$ cat src/rtl/fsr_pkg.sv
// Package: shared parser state type for the frame status repeater.
// Assumes pair-wide processing: each state names the indicator positions
// expected in the (first, second) symbols of the next valid pair.
package fsr_pkg;
    typedef enum logic [2:0] {
        ST_WAIT_T   = 3'b000,  // no status field in progress
        ST_EXP_45   = 3'b010,  // next pair holds indicators 4 and 5
        ST_EXP_AC   = 3'b011,  // next pair holds indicators 2 and 3
        ST_EXP_5    = 3'b100,  // next pair starts with indicator 5
        ST_EXP_C4   = 3'b101,  // next pair holds indicators 3 and 4
        ST_WAIT_END = 3'b110,  // past indicator 5, wait for non-R/S
        ST_EXP_EA   = 3'b111   // next pair holds indicators 1 and 2
    } fs_state_e;
endpackage

$ cat src/rtl/fsr_sym_class.sv
// Module: classifies one symbol as indicator (R or S), S, or ending
// delimiter T. Purely combinational; codes come from parameters.
module fsr_sym_class #(
    parameter int              SYM_W = 5,
    parameter logic [SYM_W-1:0] SYM_T = 5'h1D,
    parameter logic [SYM_W-1:0] SYM_R = 5'h17,
    parameter logic [SYM_W-1:0] SYM_S = 5'h19
) (
    input  logic [SYM_W-1:0] sym,
    output logic             is_ind,
    output logic             is_s,
    output logic             is_t
);
    // Decode the symbol against the configured codes.
    always_comb begin
        is_s   = (sym == SYM_S);
        is_ind = (sym == SYM_R) || (sym == SYM_S);
        is_t   = (sym == SYM_T);
    end
endmodule

$ cat src/rtl/fsr_parser.sv
// Module: status-field position tracker. It advances one pair per valid
// clock and flags which half of the pair must be forced to S, and which
// forced indicators already were S. It assumes the first symbol in time
// is lane 0. A fragment pair or a disable returns it to waiting for T.
module fsr_parser
    import fsr_pkg::*;
(
    input  logic clk,
    input  logic rst_n,
    input  logic step,       // rep_en & rx_valid
    input  logic clear,      // !rep_en
    input  logic frag,
    input  logic force_4th,
    input  logic force_5th,
    input  logic hi_ind,
    input  logic hi_s,
    input  logic hi_t,
    input  logic lo_ind,
    input  logic lo_s,
    input  logic lo_t,
    output logic set_s_hi,
    output logic set_s_lo,
    output logic hit_4th,
    output logic hit_5th
);
    fs_state_e state_q, state_d;
    logic      use_pair;

    // Next state when no status field continues into this pair.
    function automatic fs_state_e from_idle(input logic h_t, input logic l_ind,
                                            input logic l_t);
        if (h_t)
            return l_ind ? ST_EXP_AC : (l_t ? ST_EXP_EA : ST_WAIT_T);
        return l_t ? ST_EXP_EA : ST_WAIT_T;
    endfunction

    // Next state when both halves are indicators, per current position.
    function automatic fs_state_e advance(input fs_state_e s);
        case (s)
            ST_EXP_EA:   return ST_EXP_C4;
            ST_EXP_AC:   return ST_EXP_45;
            ST_EXP_C4:   return ST_EXP_5;
            ST_EXP_45:   return ST_WAIT_END;
            ST_EXP_5:    return ST_WAIT_END;
            ST_WAIT_END: return ST_WAIT_END;
            default:     return ST_WAIT_T;
        endcase
    endfunction

    // Position-dependent force and event decisions for the current pair.
    always_comb begin
        use_pair = step && !frag;
        set_s_hi = 1'b0;
        set_s_lo = 1'b0;
        hit_4th  = 1'b0;
        hit_5th  = 1'b0;
        if (use_pair) begin
            case (state_q)
                ST_EXP_C4: begin
                    if (hi_ind && lo_ind && force_4th) begin
                        set_s_lo = 1'b1;
                        hit_4th  = lo_s;
                    end
                end
                ST_EXP_45: begin
                    if (hi_ind && force_4th) begin
                        set_s_hi = 1'b1;
                        hit_4th  = hi_s;
                    end
                    if (hi_ind && lo_ind && force_5th) begin
                        set_s_lo = 1'b1;
                        hit_5th  = lo_s;
                    end
                end
                ST_EXP_5: begin
                    if (hi_ind && force_5th) begin
                        set_s_hi = 1'b1;
                        hit_5th  = hi_s;
                    end
                end
                default: ;
            endcase
        end
    end

    // Compute the next parser position from the pair's symbol classes.
    always_comb begin
        state_d = state_q;
        if (clear) begin
            state_d = ST_WAIT_T;
        end else if (step) begin
            if (frag)
                state_d = ST_WAIT_T;
            else if (state_q == ST_WAIT_T || !hi_ind)
                state_d = from_idle(hi_t, lo_ind, lo_t);
            else if (!lo_ind)
                state_d = lo_t ? ST_EXP_EA : ST_WAIT_T;
            else
                state_d = advance(state_q);
        end
    end

    // Parser state register.
    always_ff @(posedge clk) begin
        if (!rst_n) state_q <= ST_WAIT_T;
        else        state_q <= state_d;
    end

    // an invalid clock must not move the parser.
    assert_hold_on_gap_R3: assert property (@(posedge clk) disable iff (!rst_n)
        (!step && !clear) |=> $stable(state_q));

    // nothing is forced unless a force bit asks for it.
    assert_force_needs_bit_R7: assert property (@(posedge clk) disable iff (!rst_n)
        (set_s_hi || set_s_lo) |-> (force_4th || force_5th));
endmodule

$ cat src/rtl/fsr_out_stage.sv
// Module: one-clock output register for the repeat path. It loads the
// rewritten pair and event flags when the pair is usable, and idles otherwise.
module fsr_out_stage #(
    parameter int               PAIR_W    = 10,
    parameter logic [PAIR_W-1:0] IDLE_PAIR = '1
) (
    input  logic              clk,
    input  logic              rst_n,
    input  logic              load,
    input  logic [PAIR_W-1:0] pair_in,
    input  logic              ev4_in,
    input  logic              ev5_in,
    output logic [PAIR_W-1:0] pair_q,
    output logic              ev4_q,
    output logic              ev5_q
);
    // Register the outgoing pair and event pulses.
    always_ff @(posedge clk) begin
        if (!rst_n) begin
            pair_q <= IDLE_PAIR;
            ev4_q  <= 1'b0;
            ev5_q  <= 1'b0;
        end else if (load) begin
            pair_q <= pair_in;
            ev4_q  <= ev4_in;
            ev5_q  <= ev5_in;
        end else begin
            pair_q <= IDLE_PAIR;
            ev4_q  <= 1'b0;
            ev5_q  <= 1'b0;
        end
    end

    // an event pulse only follows a loaded pair.
    assert_ev_after_load_R5: assert property (@(posedge clk) disable iff (!rst_n)
        (ev4_q || ev5_q) |-> $past(load));
endmodule

$ cat src/rtl/fs_status_repeater.sv
// Module: frame status indicator repeater (top). It repeats received symbol
// pairs one clock later, optionally forces indicators 4/5 to S with an
// already-S event, and idles fragment tails. Lane 0 is the earlier symbol.
module fs_status_repeater #(
    parameter int               SYM_W    = 5,
    parameter logic [SYM_W-1:0] SYM_IDLE = 5'h1F,
    parameter logic [SYM_W-1:0] SYM_T    = 5'h1D,
    parameter logic [SYM_W-1:0] SYM_R    = 5'h17,
    parameter logic [SYM_W-1:0] SYM_S    = 5'h19
) (
    input  logic                 clk,
    input  logic                 rst_n,
    input  logic                 rep_en,
    input  logic                 force_4th,
    input  logic                 force_5th,
    input  logic                 rx_valid,
    input  logic                 rx_frag,
    input  logic [2*SYM_W-1:0]   rx_pair,
    output logic [2*SYM_W-1:0]   tx_pair,
    output logic                 ev_4th_was_s,
    output logic                 ev_5th_was_s
);
    localparam int LANES  = 2;
    localparam int PAIR_W = LANES * SYM_W;
    localparam logic [PAIR_W-1:0] IDLE_PAIR = {LANES{SYM_IDLE}};

    logic [LANES-1:0]  is_ind, is_s, is_t, set_s;
    logic [PAIR_W-1:0] mod_pair;
    logic              step, load, hit4, hit5;

    // Qualify the incoming pair.
    always_comb begin
        step = rep_en && rx_valid;
        load = step && !rx_frag;
    end

    // Per-lane classification and S substitution.
    for (genvar g = 0; g < LANES; g++) begin : g_lane
        localparam int MSB = PAIR_W - 1 - g * SYM_W;
        fsr_sym_class #(.SYM_W(SYM_W), .SYM_T(SYM_T), .SYM_R(SYM_R), .SYM_S(SYM_S))
            u_class (
                .sym    (rx_pair[MSB -: SYM_W]),
                .is_ind (is_ind[g]),
                .is_s   (is_s[g]),
                .is_t   (is_t[g])
            );
        assign mod_pair[MSB -: SYM_W] = set_s[g] ? SYM_S : rx_pair[MSB -: SYM_W];
    end

    fsr_parser u_parser (
        .clk       (clk),
        .rst_n     (rst_n),
        .step      (step),
        .clear     (!rep_en),
        .frag      (rx_frag),
        .force_4th (force_4th),
        .force_5th (force_5th),
        .hi_ind    (is_ind[0]),
        .hi_s      (is_s[0]),
        .hi_t      (is_t[0]),
        .lo_ind    (is_ind[1]),
        .lo_s      (is_s[1]),
        .lo_t      (is_t[1]),
        .set_s_hi  (set_s[0]),
        .set_s_lo  (set_s[1]),
        .hit_4th   (hit4),
        .hit_5th   (hit5)
    );

    fsr_out_stage #(.PAIR_W(PAIR_W), .IDLE_PAIR(IDLE_PAIR)) u_out (
        .clk     (clk),
        .rst_n   (rst_n),
        .load    (load),
        .pair_in (mod_pair),
        .ev4_in  (hit4),
        .ev5_in  (hit5),
        .pair_q  (tx_pair),
        .ev4_q   (ev_4th_was_s),
        .ev5_q   (ev_5th_was_s)
    );

    // non-indicator pairs pass unchanged one clock later.
    assert_pass_through_R1: assert property (@(posedge clk) disable iff (!rst_n)
        (load && !is_ind[0] && !is_ind[1]) |=> (tx_pair == $past(rx_pair)));

    // disabled repeat path emits idles without events.
    assert_idle_when_off_R2: assert property (@(posedge clk) disable iff (!rst_n)
        !rep_en |=> (tx_pair == IDLE_PAIR && !ev_4th_was_s && !ev_5th_was_s));

    // a fragment tail becomes an idle pair.
    assert_frag_idle_R8: assert property (@(posedge clk) disable iff (!rst_n)
        (step && rx_frag) |=> (tx_pair == IDLE_PAIR));

    // fourth-indicator event requires the force bit and a usable pair.
    assert_ev4_cause_R5: assert property (@(posedge clk) disable iff (!rst_n)
        ev_4th_was_s |-> $past(force_4th && load));

    // fifth-indicator event requires the force bit and a usable pair.
    assert_ev5_cause_R6: assert property (@(posedge clk) disable iff (!rst_n)
        ev_5th_was_s |-> $past(force_5th && load));
endmodule

$ cat config.mk
export PLATFORM = sky130hd
export DESIGN_NAME = fs_status_repeater
export DESIGN_NICKNAME = d
export VERILOG_FILES = /design/src/rtl/fsr_pkg.sv /design/src/rtl/fsr_sym_class.sv /design/src/rtl/fsr_parser.sv /design/src/rtl/fsr_out_stage.sv /design/src/rtl/fs_status_repeater.sv
export SDC_FILE = /design/constraint.sdc
export NUM_CORES = 1
export LEC_CHECK = 0
export BUFFER_PORTS_ARGS = -buffer_cell sky130_fd_sc_hd__clkbuf_2
export CORE_MARGIN = 5
export CORE_UTILIZATION = 50
export DETAILED_ROUTE_END_ITERATION = 16
export GPL_ROUTABILITY_DRIVEN = 0
export PLACE_DENSITY = 0.81
export SLEW_MARGIN = 0
export SYNTH_ARGS = -nofsm -noshare
export SYNTH_HDL_FRONTEND = slang
export SYNTH_SLANG_ARGS = --single-unit
$ cat constraint.sdc
create_clock -name clk -period 4 [get_ports clk]
set_input_delay 0.2 -clock clk [delete_from_list [all_inputs] [get_ports clk]]
set_output_delay 0.2 -clock clk [all_outputs]
set_load 0.03 [all_outputs]
==> report_table.html <==
<table>
<tr><th>Metric</th><th>Value</th></tr>
<tr><th colspan="2">Run status</th></tr>
<tr><td>Result of the run</td><td>complete, no violations</td></tr>
<tr><th colspan="2">Clock tree</th></tr>
<tr><td>Clk Tree Root Cell</td><td>clkbuf_4</td></tr>
<tr><td>Maximum level of the CTS H-tree</td><td>1</td></tr>
<tr><td>Sinks on the clock net</td><td>15</td></tr>
<tr><td>Clock tree from TritonCTS</td><td>yes</td></tr>
<tr><td>Clock transition at the registers of the reported paths</td><td>0.10 ns</td></tr>
<tr><td>Cts bufs inserted</td><td>3</td></tr>
<tr><td>Hold-fix buffer count after cts</td><td>0</td></tr>
<tr><td>Buffer levels on the longest clock path</td><td>2</td></tr>
<tr><td>Quantity of gates resized following cts</td><td>0</td></tr>
<tr><td>Clock latency on the worst-skew pair</td><td>0.29 ns</td></tr>
<tr><td># Post-CTS Setup Buffers</td><td>0</td></tr>
<tr><th colspan="2">Global route</th></tr>
<tr><td>Total gr overflow</td><td>0</td></tr>
<tr><td>Vias in the first global route</td><td>706</td></tr>
<tr><td>Pin count of the biggest net entering global routing</td><td>11</td></tr>
<tr><td>Initial antenna violation count</td><td>0</td></tr>
<tr><td>Global router's overall resource usage</td><td>15.2%</td></tr>
<tr><td>Global-route wire length before repair</td><td>3.01 mm</td></tr>
<tr><th colspan="2">STA</th></tr>
<tr><td>Pins over their slew limit</td><td>0</td></tr>
<tr><td>Sum Neg Setup Slack</td><td>0 ns</td></tr>
<tr><td>Total count of hold-check failures in the final report</td><td>0</td></tr>
<tr><td>Clock Skew</td><td>0.00242 ns</td></tr>
<tr><td>Max-slew headroom at the worst pin</td><td>68.4%</td></tr>
<tr><td>Final Critical Period</td><td>1.54 ns</td></tr>
<tr><td>Hold Slack</td><td>0.123 ns</td></tr>
<tr><td>Share of the clock period used by the worst path after layout</td><td>38.5%</td></tr>
<tr><td>Setup Viol. Count Final</td><td>0</td></tr>
<tr><td>Maximum achievable frequency</td><td>650 MHz</td></tr>
<tr><td>Setup WS post-layout</td><td>2.46 ns</td></tr>
<tr><td>Worst-Margin Slew</td><td>0.462 ns</td></tr>
<tr><td>Unrepaired setup endpoints after global routing</td><td>no</td></tr>
<tr><th colspan="2">Synth</th></tr>
<tr><td>Post-synthesis compound-gate area fraction</td><td>30.7%</td></tr>
<tr><td>Most frequent cells after synthesis</td><td>dfxtp_1 (15), inv_1 (6), nand2b_1 (5), o21ai_1 (5)</td></tr>
<tr><td>Yosys top cell area share</td><td>38.2%</td></tr>
<tr><td>Fraction of the mapped netlist area in adder cells</td><td>0%</td></tr>
<tr><td>Synthesized instance count</td><td>87</td></tr>
<tr><td>Synthesized area divided by synthesized cell count</td><td>9.03 sq um</td></tr>
<tr><td>Seq/Total Area, Yosys</td><td>38.2%</td></tr>
<tr><td>Fraction of the mapped netlist area in simple logic gates</td><td>26.8%</td></tr>
<tr><td>Distinct cells, synth</td><td>39</td></tr>
<tr><td>Most instantiated library cell after synthesis</td><td>dfxtp_1</td></tr>
<tr><td>Number of enable flip-flop cells after synthesis</td><td>0</td></tr>
<tr><td>Netlist Area Pre-Place</td><td>786 sq um</td></tr>
<tr><td>Largest family of logic cells by synthesized area</td><td>compound AO/OA/AOI/OAI gates</td></tr>
<tr><td>Synthesized netlist net count</td><td>104</td></tr>
<tr><td>Warnings, synthesis</td><td>0</td></tr>
<tr><td>Post-synthesis async set-or-reset flop share</td><td>0%</td></tr>
<tr><td>Commonest register cell after synthesis</td><td>dfxtp_1</td></tr>
<tr><td>Flops &amp; latches, synth</td><td>15</td></tr>
<tr><td>Cell taking the most area after synthesis</td><td>dfxtp_1</td></tr>
<tr><td>Multiplexer fraction of the synthesized cell area</td><td>0%</td></tr>
<tr><td>Synthesized-area fraction occupied by xor and xnor cells</td><td>0%</td></tr>
<tr><td>Synth top area cells</td><td>dfxtp_1 (38%), o2111ai_1 (4.5%), nand2b_1 (4.0%)</td></tr>
<tr><th colspan="2">Route</th></tr>
<tr><td>Routed len/inst</td><td>14.3 microns</td></tr>
<tr><td>Total detailed-routing wirelength</td><td>1.89 mm</td></tr>
<tr><td>Post-route ant nets</td><td>0</td></tr>
<tr><td>M1 wire length</td><td>799 microns</td></tr>
<tr><td>Metal2 WL</td><td>928 microns</td></tr>
<tr><td>Number of vias in the routed layout</td><td>775</td></tr>
<tr><td>DR vias/cell</td><td>5.87</td></tr>
<tr><td>Highest routed layer</td><td>met3</td></tr>
<tr><td>Final routed DRC violation total</td><td>0</td></tr>
<tr><td>Length of the first detailed-routing pass in iterations</td><td>4</td></tr>
<tr><td>Number of DRC markers in iteration 0</td><td>37</td></tr>
<tr><td>Detail Route met3 WL</td><td>161 microns</td></tr>
<tr><th colspan="2">Finish</th></tr>
<tr><td>Number of antenna diodes</td><td>0</td></tr>
<tr><td>Number of nets in the finished design</td><td>134</td></tr>
<tr><td>Final Util</td><td>64.0%</td></tr>
<tr><td>Share of final-layout standard cells stronger than drive strength 1</td><td>32.8%</td></tr>
<tr><td>Synth-to-layout area growth</td><td>22.8%</td></tr>
<tr><td>Filler cell count in the final layout</td><td>142</td></tr>
<tr><td>Design Area, Final</td><td>965 sq um</td></tr>
<tr><th colspan="2">Setup path</th></tr>
<tr><td>Crit Path Category</td><td>flop to flop</td></tr>
<tr><td>Required time at the worst-slack endpoint</td><td>4.16 ns</td></tr>
<tr><td>Crit path launch</td><td>u_parser.state_q[0]$_SDFFE_PN0P_</td></tr>
<tr><td>Top fanout value on the critical path</td><td>8</td></tr>
<tr><td>Critical path cell sequence</td><td>o311a_1 -&gt; o21a_1 -&gt; o311ai_1 -&gt; a221oi_2</td></tr>
<tr><td>Max incr delay on CP</td><td>0.40 ns</td></tr>
<tr><td>Worst endpoint data arrival time</td><td>1.70 ns</td></tr>
<tr><td>Standard cell with the maximum stage delay on the critical path</td><td>o311ai_1</td></tr>
<tr><td>Launch instance of the worst register-to-register path</td><td>u_parser.state_q[0]$_SDFFE_PN0P_</td></tr>
<tr><td>Kind of start point of the critical path</td><td>flop</td></tr>
<tr><td>Worst setup EP type</td><td>flop</td></tr>
<tr><th colspan="2">Floorplanning</th></tr>
<tr><td>Initial Util</td><td>52.2%</td></tr>
<tr><td>Chip height</td><td>49.6 microns</td></tr>
<tr><td>Total Die Area</td><td>0.00246 sq mm</td></tr>
<tr><td>CORE AREA</td><td>0.00151 sq mm</td></tr>
<tr><td>Number of primary I/O pins</td><td>29</td></tr>
<tr><td>Row cnt</td><td>14</td></tr>
<tr><td>Die X-Extent</td><td>49.6 microns</td></tr>
<tr><th colspan="2">Placement</th></tr>
<tr><td>Half-perimeter wire length after placement</td><td>1.51 mm</td></tr>
<tr><td>Instance area after placement</td><td>935 sq um</td></tr>
<tr><td>Port Buf Inserts</td><td>28</td></tr>
<tr><td>Place WS</td><td>2.38 ns</td></tr>
<tr><th colspan="2">Power and ir drop</th></tr>
<tr><td>Peak supply drop</td><td>0.135 mV</td></tr>
<tr><td>Net Sw Power</td><td>76.4 uW</td></tr>
<tr><td>Share of power burned in registers</td><td>54.4%</td></tr>
<tr><td>Lkg Pwr</td><td>0.000381 uW</td></tr>
<tr><td>Cell-internal power</td><td>202 uW</td></tr>
<tr><td>Switching part of the total</td><td>27.5%</td></tr>
<tr><td>Power density normalized to cell area</td><td>289 mW/mm^2</td></tr>
<tr><td>Combinational cell fraction of total power</td><td>12.0%</td></tr>
<tr><td>Share of power burned in the clock network</td><td>33.6%</td></tr>
<tr><th colspan="2">Min path</th></tr>
<tr><td>Hold/Removal Path Class</td><td>primary input to flop</td></tr>
<tr><td>Hold Path Origin</td><td>rx_pair[0]</td></tr>
<tr><th colspan="2">Flow run</th></tr>
<tr><td>Max cap viols</td><td>0</td></tr>
</table>
## worst max-delay path, delay by kind of cell, from the launching register on
kind	cells	cell delay [ns]
AOI/OAI and AO/OA	4	1.02
DFF	1	0.39
## layer usage
layer / vias to the layer above / track usage (%)
met5: - / 0
met1: 353 / 17.6
met4: 0 / 5.24
li1: 389 / -
met2: 33 / 26.5
met3: 0 / 3.92
## registers in the layout (all words and copies together), names as in the netlist
signal / flops
u_out.pair_q: 10
u_parser.state_q: 3
u_out.ev4_q: 1
u_out.ev5_q: 1
## path summary, 6_finish.rpt
kind / slack [ns] / cells past startpoint / end
worst max-delay path: 2.46 / 4 / u_parser.state_q[1]$_SDFFE_PN0P_
worst min-delay path: 0.12 / 2 / u_out.pair_q[0]$_SDFF_PP1_
worst max register to register: 2.46 / 4 / u_parser.state_q[1]$_SDFFE_PN0P_
worst min register to register: 0.62 / 1 / u_out.ev5_q$_SDFF_PN0_
## power groups by stage
stage | Combinational [uW] | Clock (uW) | Sequential, uW
final | 33.5 | 93.5 | 151
after global routing | 36.1 | 103 | 152
after CTS | 33.1 | 93.6 | 151
after detailed placement | 32.9 | 0 | 155
after global placement | 32.5 | 0 | 155
after floorplan | 13.8 | 0 | 158
## kinds of logic after synthesis
group / after synthesis
AO/OA/AOI/OAI: 30
buffers and inverters: 9
flip-flops: 15
AND/OR/NAND/NOR: 33
## stage by stage
stage	power, uW	instances
6_report	278	132
5_1_grt	290	132
4_1_cts	278	132
3_5_place_dp	188	128
3_3_place_gp	187	128
2_1_floorplan	172	87
## placed cells by master, fill, tap and decap left out, types with 2 or more instances in the layout
cell	netlist	layout
a2111oi_0	2	2
a21oi_1	2	2
a22oi_1	2	2
and3b_1	2	2
clkbuf_2	0	28
clkbuf_4	0	3
dfxtp_1	15	15
inv_1	6	6
nand2_1	4	4
nand2b_1	5	5
nand4b_1	2	2
nor2_1	3	3
nor2b_1	3	3
nor3_1	2	2
o2111ai_1	4	4
o21a_1	2	2
o21ai_1	5	5
or3_1	3	3
## area by class of cell
class                   count  area (sq um)  share of cell area, %
inverters                   6          22.5                   2.33
clock inverters             1          7.51                  0.778
well taps                  16          20.0                   2.08
repair buffers             28           140                   14.5
clock buffers               3          22.5                   2.33
flip-flops and latches     15           300                   31.1
multi-input cells          63           452                   46.8
Note: power is estimated with default switching activity, not from simulation.
